[src/rtl/irq_share_pkg.sv]
package irq_share_pkg;

  localparam int BUS_AW = 8;
  localparam int BUS_DW = 32;

  localparam logic [BUS_AW-1:0] ADDR_CFG   = 8'h00;
  localparam logic [BUS_AW-1:0] ADDR_POL   = 8'h01;
  localparam logic [BUS_AW-1:0] ADDR_TRIG  = 8'h02;
  localparam logic [BUS_AW-1:0] ADDR_DUAL  = 8'h03;
  localparam logic [BUS_AW-1:0] ADDR_MSET  = 8'h04;
  localparam logic [BUS_AW-1:0] ADDR_MCLR  = 8'h05;
  localparam logic [BUS_AW-1:0] ADDR_MASK  = 8'h06;
  localparam logic [BUS_AW-1:0] ADDR_PEND  = 8'h07;
  localparam logic [BUS_AW-1:0] ADDR_EDGE  = 8'h08;
  localparam logic [2:0]        ROUTE_PAGE = 3'b001;

  // strobes from the bus decoder to the datapath
  typedef struct packed {
    logic       wrPol;
    logic       wrTrig;
    logic       wrDual;
    logic       wrMaskSet;
    logic       wrMaskClr;
    logic       wrRoute;
    logic       edgeSet;
    logic       edgeClr;
    logic [7:0] srcSel;
  } ctrlStrobe_t;

endpackage

[src/rtl/irq_share_ctrl_bus.sv]
module irq_share_ctrl_bus
  import irq_share_pkg::*;
#(
  parameter int NUM_SRC = 16,
  parameter int NUM_CTX = 4,
  parameter int CTX_W   = 2
) (
  input  logic                     busWrEn,
  input  logic [BUS_AW-1:0]        busAddr,
  input  logic [BUS_DW-1:0]        busWrData,
  output logic [BUS_DW-1:0]        busRdData,
  output ctrlStrobe_t              strobe,
  input  logic [NUM_SRC-1:0]       polVec,
  input  logic [NUM_SRC-1:0]       trigVec,
  input  logic [NUM_SRC-1:0]       dualVec,
  input  logic [NUM_SRC-1:0]       maskVec,
  input  logic [NUM_SRC-1:0]       pendVec,
  input  logic [NUM_SRC*CTX_W-1:0] routeFlat
);

  localparam logic [7:0] CFG_SRC = 8'(NUM_SRC / 8 - 1);
  localparam logic [7:0] CFG_CTX = 8'(NUM_CTX - 1);

  logic isRoute;
  logic edgeOk;

  assign isRoute = (busAddr[7:5] == ROUTE_PAGE);
  assign edgeOk  = busWrEn && (busAddr == ADDR_EDGE) && (busWrData[30:8] == '0);

  always_comb begin
    strobe           = '0;
    strobe.wrPol     = busWrEn && (busAddr == ADDR_POL);
    strobe.wrTrig    = busWrEn && (busAddr == ADDR_TRIG);
    strobe.wrDual    = busWrEn && (busAddr == ADDR_DUAL);
    strobe.wrMaskSet = busWrEn && (busAddr == ADDR_MSET);
    strobe.wrMaskClr = busWrEn && (busAddr == ADDR_MCLR);
    strobe.wrRoute   = busWrEn && isRoute;
    strobe.edgeSet   = edgeOk && busWrData[31];
    strobe.edgeClr   = edgeOk && !busWrData[31];
    strobe.srcSel    = isRoute ? {3'b000, busAddr[4:0]} : busWrData[7:0];
  end

  always_comb begin
    busRdData = '0;
    unique case (busAddr)
      ADDR_CFG:  busRdData = {16'h0000, CFG_CTX, CFG_SRC};
      ADDR_POL:  busRdData[NUM_SRC-1:0] = polVec;
      ADDR_TRIG: busRdData[NUM_SRC-1:0] = trigVec;
      ADDR_DUAL: busRdData[NUM_SRC-1:0] = dualVec;
      ADDR_MASK: busRdData[NUM_SRC-1:0] = maskVec;
      ADDR_PEND: busRdData[NUM_SRC-1:0] = pendVec;
      default: begin
        if (isRoute) begin
          for (int s = 0; s < NUM_SRC; s++) begin
            if (busAddr[4:0] == 5'(s)) busRdData[CTX_W-1:0] = routeFlat[s*CTX_W +: CTX_W];
          end
        end
      end
    endcase
  end

endmodule

[src/rtl/irq_share_datapath.sv]
module irq_share_datapath
  import irq_share_pkg::*;
#(
  parameter int NUM_SRC = 16,
  parameter int NUM_CTX = 4,
  parameter int CTX_W   = 2
) (
  input  logic                       clk,
  input  logic                       rstN,
  input  logic [NUM_SRC-1:0]         irqIn,
  input  ctrlStrobe_t                strobe,
  input  logic [NUM_SRC-1:0]         wrBits,
  output logic [NUM_SRC-1:0]         polVec,
  output logic [NUM_SRC-1:0]         trigVec,
  output logic [NUM_SRC-1:0]         dualVec,
  output logic [NUM_SRC-1:0]         maskVec,
  output logic [NUM_SRC-1:0]         pendVec,
  output logic [NUM_SRC*CTX_W-1:0]   routeFlat,
  output logic [NUM_CTX*NUM_SRC-1:0] ctxReq,
  output logic [NUM_CTX-1:0]         ctxIrq
);

  logic [NUM_SRC-1:0] syncA, syncB, syncPrev;
  logic [NUM_SRC-1:0] latchQ, latchD;
  logic [NUM_SRC-1:0] riseEv, fallEv, edgeEv;
  logic [NUM_SRC-1:0] selHot;
  logic [CTX_W-1:0]   routeQ [NUM_SRC];

  // two-flop synchronizer plus one history stage for edge detection
  always_ff @(posedge clk or negedge rstN) begin
    if (!rstN) begin
      syncA    <= '0;
      syncB    <= '0;
      syncPrev <= '0;
    end else begin
      syncA    <= irqIn;
      syncB    <= syncA;
      syncPrev <= syncB;
    end
  end

  // configuration words
  always_ff @(posedge clk or negedge rstN) begin
    if (!rstN) begin
      polVec  <= '1;
      trigVec <= '0;
      dualVec <= '0;
      maskVec <= '0;
    end else begin
      if (strobe.wrPol)     polVec  <= wrBits;
      if (strobe.wrTrig)    trigVec <= wrBits;
      if (strobe.wrDual)    dualVec <= wrBits;
      if (strobe.wrMaskSet) maskVec <= maskVec | wrBits;
      else if (strobe.wrMaskClr) maskVec <= maskVec & ~wrBits;
    end
  end

  always_comb begin
    for (int s = 0; s < NUM_SRC; s++) selHot[s] = (strobe.srcSel == 8'(s));
  end

  assign riseEv = syncB & ~syncPrev;
  assign fallEv = ~syncB & syncPrev;
  assign edgeEv = (dualVec & (riseEv | fallEv)) |
                  (~dualVec & ((polVec & riseEv) | (~polVec & fallEv)));

  // a fresh edge outranks a same-cycle acknowledge
  always_comb begin
    latchD = latchQ;
    if (strobe.edgeClr) latchD = latchD & ~selHot;
    if (strobe.edgeSet) latchD = latchD | selHot;
    latchD = (latchD | edgeEv) & trigVec;
  end

  always_ff @(posedge clk or negedge rstN) begin
    if (!rstN) latchQ <= '0;
    else       latchQ <= latchD;
  end

  assign pendVec = (trigVec & latchQ) | (~trigVec & ~(syncB ^ polVec));

  // route registers, one context index per source
  genvar gs;
  generate
    for (gs = 0; gs < NUM_SRC; gs++) begin : gRoute
      always_ff @(posedge clk or negedge rstN) begin
        if (!rstN) routeQ[gs] <= '0;
        else if (strobe.wrRoute && selHot[gs]) routeQ[gs] <= wrBits[CTX_W-1:0];
      end
      assign routeFlat[gs*CTX_W +: CTX_W] = routeQ[gs];
    end
  endgenerate

  genvar gc;
  generate
    for (gc = 0; gc < NUM_CTX; gc++) begin : gCtx
      logic [NUM_SRC-1:0] routedHere;
      always_comb begin
        for (int s = 0; s < NUM_SRC; s++) routedHere[s] = (routeQ[s] == CTX_W'(gc));
      end
      assign ctxReq[gc*NUM_SRC +: NUM_SRC] = pendVec & maskVec & routedHere;
      assign ctxIrq[gc] = |(pendVec & maskVec & routedHere);
    end
  endgenerate

endmodule

[src/rtl/irq_share_prio.sv]
module irq_share_prio #(
  parameter int NUM_SRC = 16,
  parameter int SRC_W   = 4
) (
  input  logic [NUM_SRC-1:0] req,
  output logic               valid,
  output logic [SRC_W-1:0]   topId
);

  always_comb begin
    topId = '0;
    valid = 1'b0;
    for (int s = NUM_SRC - 1; s >= 0; s--) begin
      if (req[s]) begin
        topId = SRC_W'(s);
        valid = 1'b1;
      end
    end
  end

endmodule

[src/rtl/irq_share_ctrl.sv]
module irq_share_ctrl
  import irq_share_pkg::*;
#(
  parameter int NUM_SRC = 16,
  parameter int NUM_CTX = 4,
  localparam int SRC_W  = $clog2(NUM_SRC),
  localparam int CTX_W  = (NUM_CTX > 1) ? $clog2(NUM_CTX) : 1
) (
  input  logic                     clk,
  input  logic                     rstN,
  input  logic                     busWrEn,
  input  logic [BUS_AW-1:0]        busAddr,
  input  logic [BUS_DW-1:0]        busWrData,
  output logic [BUS_DW-1:0]        busRdData,
  input  logic [NUM_SRC-1:0]       irqIn,
  output logic [NUM_CTX-1:0]       ctxIrq,
  output logic [NUM_CTX-1:0]       ctxTopValid,
  output logic [NUM_CTX*SRC_W-1:0] ctxTopId
);

  ctrlStrobe_t              strobe;
  logic [NUM_SRC-1:0]       polVec, trigVec, dualVec, maskVec, pendVec;
  logic [NUM_SRC*CTX_W-1:0] routeFlat;
  logic [NUM_CTX*NUM_SRC-1:0] ctxReq;

  irq_share_ctrl_bus #(.NUM_SRC(NUM_SRC), .NUM_CTX(NUM_CTX), .CTX_W(CTX_W)) uBus (
    .busWrEn(busWrEn), .busAddr(busAddr), .busWrData(busWrData), .busRdData(busRdData),
    .strobe(strobe), .polVec(polVec), .trigVec(trigVec), .dualVec(dualVec),
    .maskVec(maskVec), .pendVec(pendVec), .routeFlat(routeFlat)
  );

  irq_share_datapath #(.NUM_SRC(NUM_SRC), .NUM_CTX(NUM_CTX), .CTX_W(CTX_W)) uDp (
    .clk(clk), .rstN(rstN), .irqIn(irqIn), .strobe(strobe),
    .wrBits(busWrData[NUM_SRC-1:0]),
    .polVec(polVec), .trigVec(trigVec), .dualVec(dualVec), .maskVec(maskVec),
    .pendVec(pendVec), .routeFlat(routeFlat), .ctxReq(ctxReq), .ctxIrq(ctxIrq)
  );

  genvar gc;
  generate
    for (gc = 0; gc < NUM_CTX; gc++) begin : gPrio
      irq_share_prio #(.NUM_SRC(NUM_SRC), .SRC_W(SRC_W)) uPrio (
        .req(ctxReq[gc*NUM_SRC +: NUM_SRC]),
        .valid(ctxTopValid[gc]),
        .topId(ctxTopId[gc*SRC_W +: SRC_W])
      );
    end
  endgenerate

endmodule

[config.mk]
export PLATFORM = sky130hd
export DESIGN_NAME = irq_share_ctrl
export DESIGN_NICKNAME = d
export VERILOG_FILES = /design/src/rtl/irq_share_pkg.sv /design/src/rtl/irq_share_ctrl_bus.sv /design/src/rtl/irq_share_datapath.sv /design/src/rtl/irq_share_prio.sv /design/src/rtl/irq_share_ctrl.sv
export SDC_FILE = /design/constraint.sdc
export NUM_CORES = 1
export LEC_CHECK = 0
export ABC_AREA = 1
export BUFFER_PORTS_ARGS = -buffer_cell sky130_fd_sc_hd__buf_2
export CAP_MARGIN = 0
export CORE_UTILIZATION = 35
export DETAILED_ROUTE_END_ITERATION = 10
export HOLD_SLACK_MARGIN = 0.1
export PLACE_DENSITY = 0.56
export SYNTH_ARGS = -nofsm -noshare
export SYNTH_HDL_FRONTEND = slang
export SYNTH_SLANG_ARGS = --single-unit
[constraint.sdc]
create_clock -name clk -period 2.05 [get_ports clk]
set_input_delay 0.1025 -clock clk [delete_from_list [all_inputs] [get_ports clk]]
set_output_delay 0.1025 -clock clk [all_outputs]
set_load 0.02 [all_outputs]
# Word level (Yosys, flattened, before mapping)

Cells that the tools add are included.

Input port bits: 59
Output and inout bits: 56
Word-level logic and storage cells: 347
Flip-flop bits (word level): 160

Bitwise operators: 32
Muxes and demuxes: 152
Eq/ne operators: 87
Reduce and logical (&&, ||, !) cells: 52

Operators with widths:

| cell               | number |
|---|---|
| $and 16x16->16     | 16 |
| $mux 4             | 64 |
| $not 16->16        | 8 |
| $or 16x16->16      | 7 |
| $pmux 14 s6        | 1 |
| $eq 8x4->1 const B | 9 |
| $eq 2x2->1 const B | 32 |
| $eq 8x3->1 const B | 8 |
| $mux 1             | 64 |
| $mux 16            | 4 |
| $reduce_or 16->1   | 4 |
| $eq 5x4->1 const B | 8 |
| $mux 2             | 17 |
| $eq 2x1->1 const B | 16 |
| $eq 8x2->1 const B | 4 |
| $logic_not 2->1    | 16 |
| $logic_and 1x1->1  | 26 |
| $logic_not 23->1   | 1 |
| $eq 5x3->1 const B | 4 |
| $eq 8x1->1 const B | 2 |
| $logic_not 8->1    | 2 |
| $xor 16x16->16     | 1 |
| $pmux 2 s6         | 1 |
| $eq 5x2->1 const B | 2 |
| 6 further kinds    | 6 |

# Logic depth before layout (Yosys ltp)

Depth after elaboration: 22
Mapped depth: 20

# By module

A second synthesis with hierarchy kept.

Cells, all modules: 1532
Area, all modules: 10662.7 um2

Modules (own cells, without submodules):

| module             | instances | sequential area each (um2) | cells an instance | area an instance (um2) |
|---|---|---|---|---|
| irq_share_datapath | 1         | 4023.9                     | 1065              | 8455.6 |
| irq_share_ctrl_bus | 1         | 0.0                        | 271               | 1371.3 |
| irq_share_prio     | 4         | 0.0                        | 49                | 209.0 |

# Least setup slack after synthesis

Ideal clock, no wire load.

Path type: register to output
Start: register uDp.polVec[15]
End: output port ctxTopId[12]
Buffers on the path: 0
Stages on the path, launching flop included: 21
Data arrival time: 1.873 ns
Slack: 0.074 ns
Cell sequence: dfstp_2 > inv_1 > nand2_1 > nand2_1 > nand2_1 > nand3_2 > nor2_1 > nand2_1 > nand2_1 > nand2_1 > nand2_1 > nand2_1 > nand2_1 > nand2_1 > nand2_1 > nand2_1 > nand2_1 > nand2_1 > nand2_1 > nand2_1 > a21oi_1

Longest elaborated chain between the ends: 22

Ends and longest elaborated chain:

| element                      | line                      | RTL |
|---|---|---|
| start, declared              | irq_share_datapath.sv:13  | `output logic [NUM_SRC-1:0] polVec,` |
| start signal, assigned       | irq_share_datapath.sv:50  | `if (strobe.wrPol) polVec <= wrBits;` |
| $xor 16x16->16               | irq_share_datapath.sv:80  | `assign pendVec = (trigVec & latchQ) \| (~trigVec & ~(syncB ^ polVec));` |
| $not 16->16                  | irq_share_datapath.sv:80  |  |
| $and 16x16->16               | irq_share_datapath.sv:80  |  |
| $or 16x16->16                | irq_share_datapath.sv:80  |  |
| $and 16x16->16 (2 in series) | irq_share_datapath.sv:101 | `assign ctxReq[gc*NUM_SRC +: NUM_SRC] = pendVec & maskVec & routedHere;` |
| $mux 4 (16 in series)        | irq_share_prio.sv:14      | `if (req[s]) begin` |
| end, declared                | irq_share_ctrl.sv:18      | `output logic [NUM_CTX*SRC_W-1:0] ctxTopId` |

Every way passes these cells.

# Worst setup path after layout

Start: register uDp.polVec[10]
End: output port ctxTopId[8]

Longest elaborated chain between the ends: 17

Ends and longest elaborated chain:

| element                      | line |
|---|---|
| $xor 16x16->16               | irq_share_datapath.sv:80 |
| $not 16->16                  | irq_share_datapath.sv:80 |
| $and 16x16->16               | irq_share_datapath.sv:80 |
| $or 16x16->16                | irq_share_datapath.sv:80 |
| $and 16x16->16 (2 in series) | irq_share_datapath.sv:101 |
| $mux 4 (11 in series)        | irq_share_prio.sv:14 |

Every way passes these cells.

==> results.toml <==
[die]
fp.coreArea_sq_mm = 0.0262
row_count = 59
start_util_pct = 36.0
ioPinCount = 115
die_y_microns = 166
dieArea_sq_mm = 0.0276
fp.dieW_microns = 166

[critical_path]
cp_slowest_cell = "dfstp_2"
cp_slowest_stage_delay_ns = 0.55
reg2reg_slack_ns = 0.09
endpoint_kind = "primary output"
path_class = "flip-flop to primary output"
cp.arrival_ns = 2.54
cp.required_ns = 1.95
r2r-start = "uDp.polVec[12]$_DFFE_PN1P_"
worst-path-stages = 17
worst-path-buf-inv = 2
crit_start = "uDp.polVec[10]$_DFFE_PN1P_"
endpoint = "ctxTopId[8]"
cp_max_fo = 4
cpMostUsedCell = "nand2_1"
worstReg2RegEnd = "uDp.latchQ[12]$_DFF_PN0_"
crit_path_start_kind = "flip-flop"
path_delay_family = "simple AND/OR/NAND/NOR gates"
reg2regPathDepth = 13
cp_cell_sequence = "nor2_1 -> o21ai_1 -> o21ai_2 -> nor2_4 -> buf_6 -> nand3_4 -> nand2_1 -> nand2_1 -> nand2_1 -> nand2_1 -> nand2_1 -> nand2_1 -> nand2_1 -> nand2_1 -> nand2_1 -> a21oi_2 -> buf_6"

[place]
gp_congestion = 0.899
dpl_cell_area_sq_mm = 0.0112
io_buffers = 98
dp_hpwl_microns = 22900

[timing]
skew_ns = 0.00788
fin_crit_ns = 2.64
fmax_mhz = 378
timing.final.crit_share_pct = 129
rsz0062_at_grt = "true"
hold_viol = 0
fin_tns_setup_ns = -11.15
setup_viol = 32
finalMaxSlewViolations = 0
setup_ws_ns = -0.592

[grt]
grt_pass1_vias = 9087
antenna_found_initial = 1
grt_max_degree = 64
grt_pass1_wl_microns = 49400
grt-ovfl-total = 0
grt.total_usage_pct = 23.1

[routing]
vias = 9514
drtIter0Drc = 608
wl_microns = 31300
drt_pass1_iterations = 10
postRouteAntennaNets = 0
drc = 9
drt-vias-per-instance = 5.03
drt-wirelength-per-cell_microns = 16.6

[power_and_ir_drop]
total_power_mw = 7.36
cellLeakagePower_nw = 6.30
powerDensity_mw_per_mm2 = 551
ir_worst_vdd_uv = 605

[synthesis]
synthCells = 1269
syn_area_per_cell_sq_um = 7.42
synth-seq-cells = 160
ys_seq_area_share_pct = 42.7
synth-edff-count = 0
synthArstFlopShare_pct = 100
yosys_warnings = 0
synthFlopType = "dfrtp_1"
syn_area_sq_mm = 0.00942
synth_cell_types = 47
synth_area_leaders = "dfrtp_1 (38%), nand2_1 (11%), inv_1 (7.5%)"
synth_area_leader_cell = "dfrtp_1"
synth_top_area_share_pct = 38.2

[clock_tree]
clkLatencyLatePin_ns = 0.44
htreeDepth = 4
cts_tree = "built"
numCtsBuffers = 17
cts.clk_slew.worst_paths_ns = 0.07
clock-root-buffer = "clkbuf_16"
cts_buffer_depth = 2
clock-sinks = 160

[job]
maxCapViolCount = 0

[layout]
drive_gt1_share_pct = 33.4
areaGrowthSynthToFinish_pct = 41.6
fin_area_sq_mm = 0.0133
final_nets = 1633

[worst_hold_path]
hp-class = "input port to async pin"

[status]
status = "finished with violations"
violations = "design-rule violations, negative setup slack"
[per-stage QoR]
step,setup WS (ns),utilization (%),hold slack [ns],cells
after global placement,-0.350,42.6,0.00828,1796
after global routing,-0.735,50.9,0.128,1891
after CTS,-0.535,49.1,0.120,1892
after floorplan,0.0742,-,-0.193,1284
final,-0.592,50.9,0.120,1891
after detailed placement,-0.374,42.6,0.0127,1796
[how the worst min path moves through the flow]
| stage | start | end | slack (ns) | cells after the start |
|---|---|---|---|---|
| 2_1_floorplan | rstN | async pin | -0.19 | 0 |
| 5_1_grt | rstN | uDp.syncPrev[14]$_DFF_PN0_ | 0.13 | 2 |
| 4_1_cts | rstN | uDp.syncA[12]$_DFF_PN0_ | 0.12 | 2 |
| 6_report | rstN | uDp.syncPrev[14]$_DFF_PN0_ | 0.12 | 2 |
| 3_3_place_gp | rstN | uDp.syncA[15]$_DFF_PN0_ | 0.008 | 1 |
| 3_5_place_dp | rstN | uDp.syncA[12]$_DFF_PN0_ | 0.01 | 1 |
[sequential cells by signal, summed over array words and instances, names as in the netlist, named ones only]
name	cells
uDp.routeFlat	32
uDp.dualVec	16
uDp.polVec	16
uDp.syncB	16
uDp.trigVec	16
uDp.latchQ	16
uDp.syncA	16
uDp.syncPrev	16
[report_power, final]
| group | internal, mW | switching, mW |
|---|---|---|
| sequential | 3.28 | 0.0920 |
| combinational | 0.342 | 0.515 |
| clock | 1.73 | 1.40 |
[synth_stat cells, drive strengths merged, types with 2 or more instances]
library cell / count
dfstp: 16
a21oi: 51
nand3: 64
o21bai: 3
buf: 29
nor4: 4
nor2: 141
nand2: 286
mux2i: 6
a2111oi: 2
or2: 4
inv: 211
a221oi: 6
nand4: 21
o21ai: 152
a31oi: 6
ha: 32
clkbuf: 12
o31ai: 18
o22ai: 24
xor2: 2
nor3: 20
o221ai: 7
dfrtp: 144
[placed cells by master (no fill, tap or decap), types with 8 or more instances in the layout]
cell           count
a21oi_2            9
inv_2             43
o21ai_0           87
nor2_2            37
nand2_1          265
ha_1              32
o31ai_1           18
nand3_4            8
buf_12             9
o21ai_1           50
nand4_1           20
dfrtp_1          139
dlygate4sd3_1     33
nand2_2           17
nand3_2           22
o21ai_2           14
nor3_2             9
nor2_4            24
dfstp_2           16
nand3_1           34
clkbuf_16         17
buf_6             33
a21oi_1           42
buf_2             65
o22ai_1           20
conb_1            16
buf_4            140
inv_1            168
nor2_1            79
[metal layers]
layer  vias up  wire length, microns  part of all wire [%]  global-route usage (%)
li1       4671                     -                     -                       -
met4         0                   492                   1.6                    7.15
met2       281                 14700                    47                    37.1
met3        40                  1460                   4.6                    3.10
met1      4522                 14700                    47                    32.2
met5         -                     0                     0                       0
[cells by family (layout without fill, tap and decap cells)]
logic type | Yosys count | after routing | synth area share (%)
buffers and inverters | 252 | 523 | 11.1
AND/OR/NAND/NOR | 540 | 540 | 24.5
AO/OA/AOI/OAI | 276 | 276 | 16.6
other | 1 | 17 | 0.0398
multiplexers | 6 | 6 | 0.637
flip-flops | 160 | 160 | 42.7
XOR/XNOR | 2 | 2 | 0.186
adder cells (fa/ha/maj) | 32 | 32 | 4.25
[layout make-up]
class | instances | area [sq um]
repair buffers | 280 | 2260
inverters | 211 | 792
clock buffers | 19 | 443
well taps | 335 | 419
multi-input cells | 872 | 5270
fillers | 2489 | 12900
clock inverters | 13 | 130
flip-flops and latches | 160 | 4030
diodes | 1 | 2.50
[what timing repair did]
action,CTS,global route
endpoints found under the setup margin,36,67
setup buffers,40,9
resized for setup,172,137
hold endpoints to repair,218,0
pin swaps,46,43
hold buffers,33,0
Power figures use the tool's default switching activity.
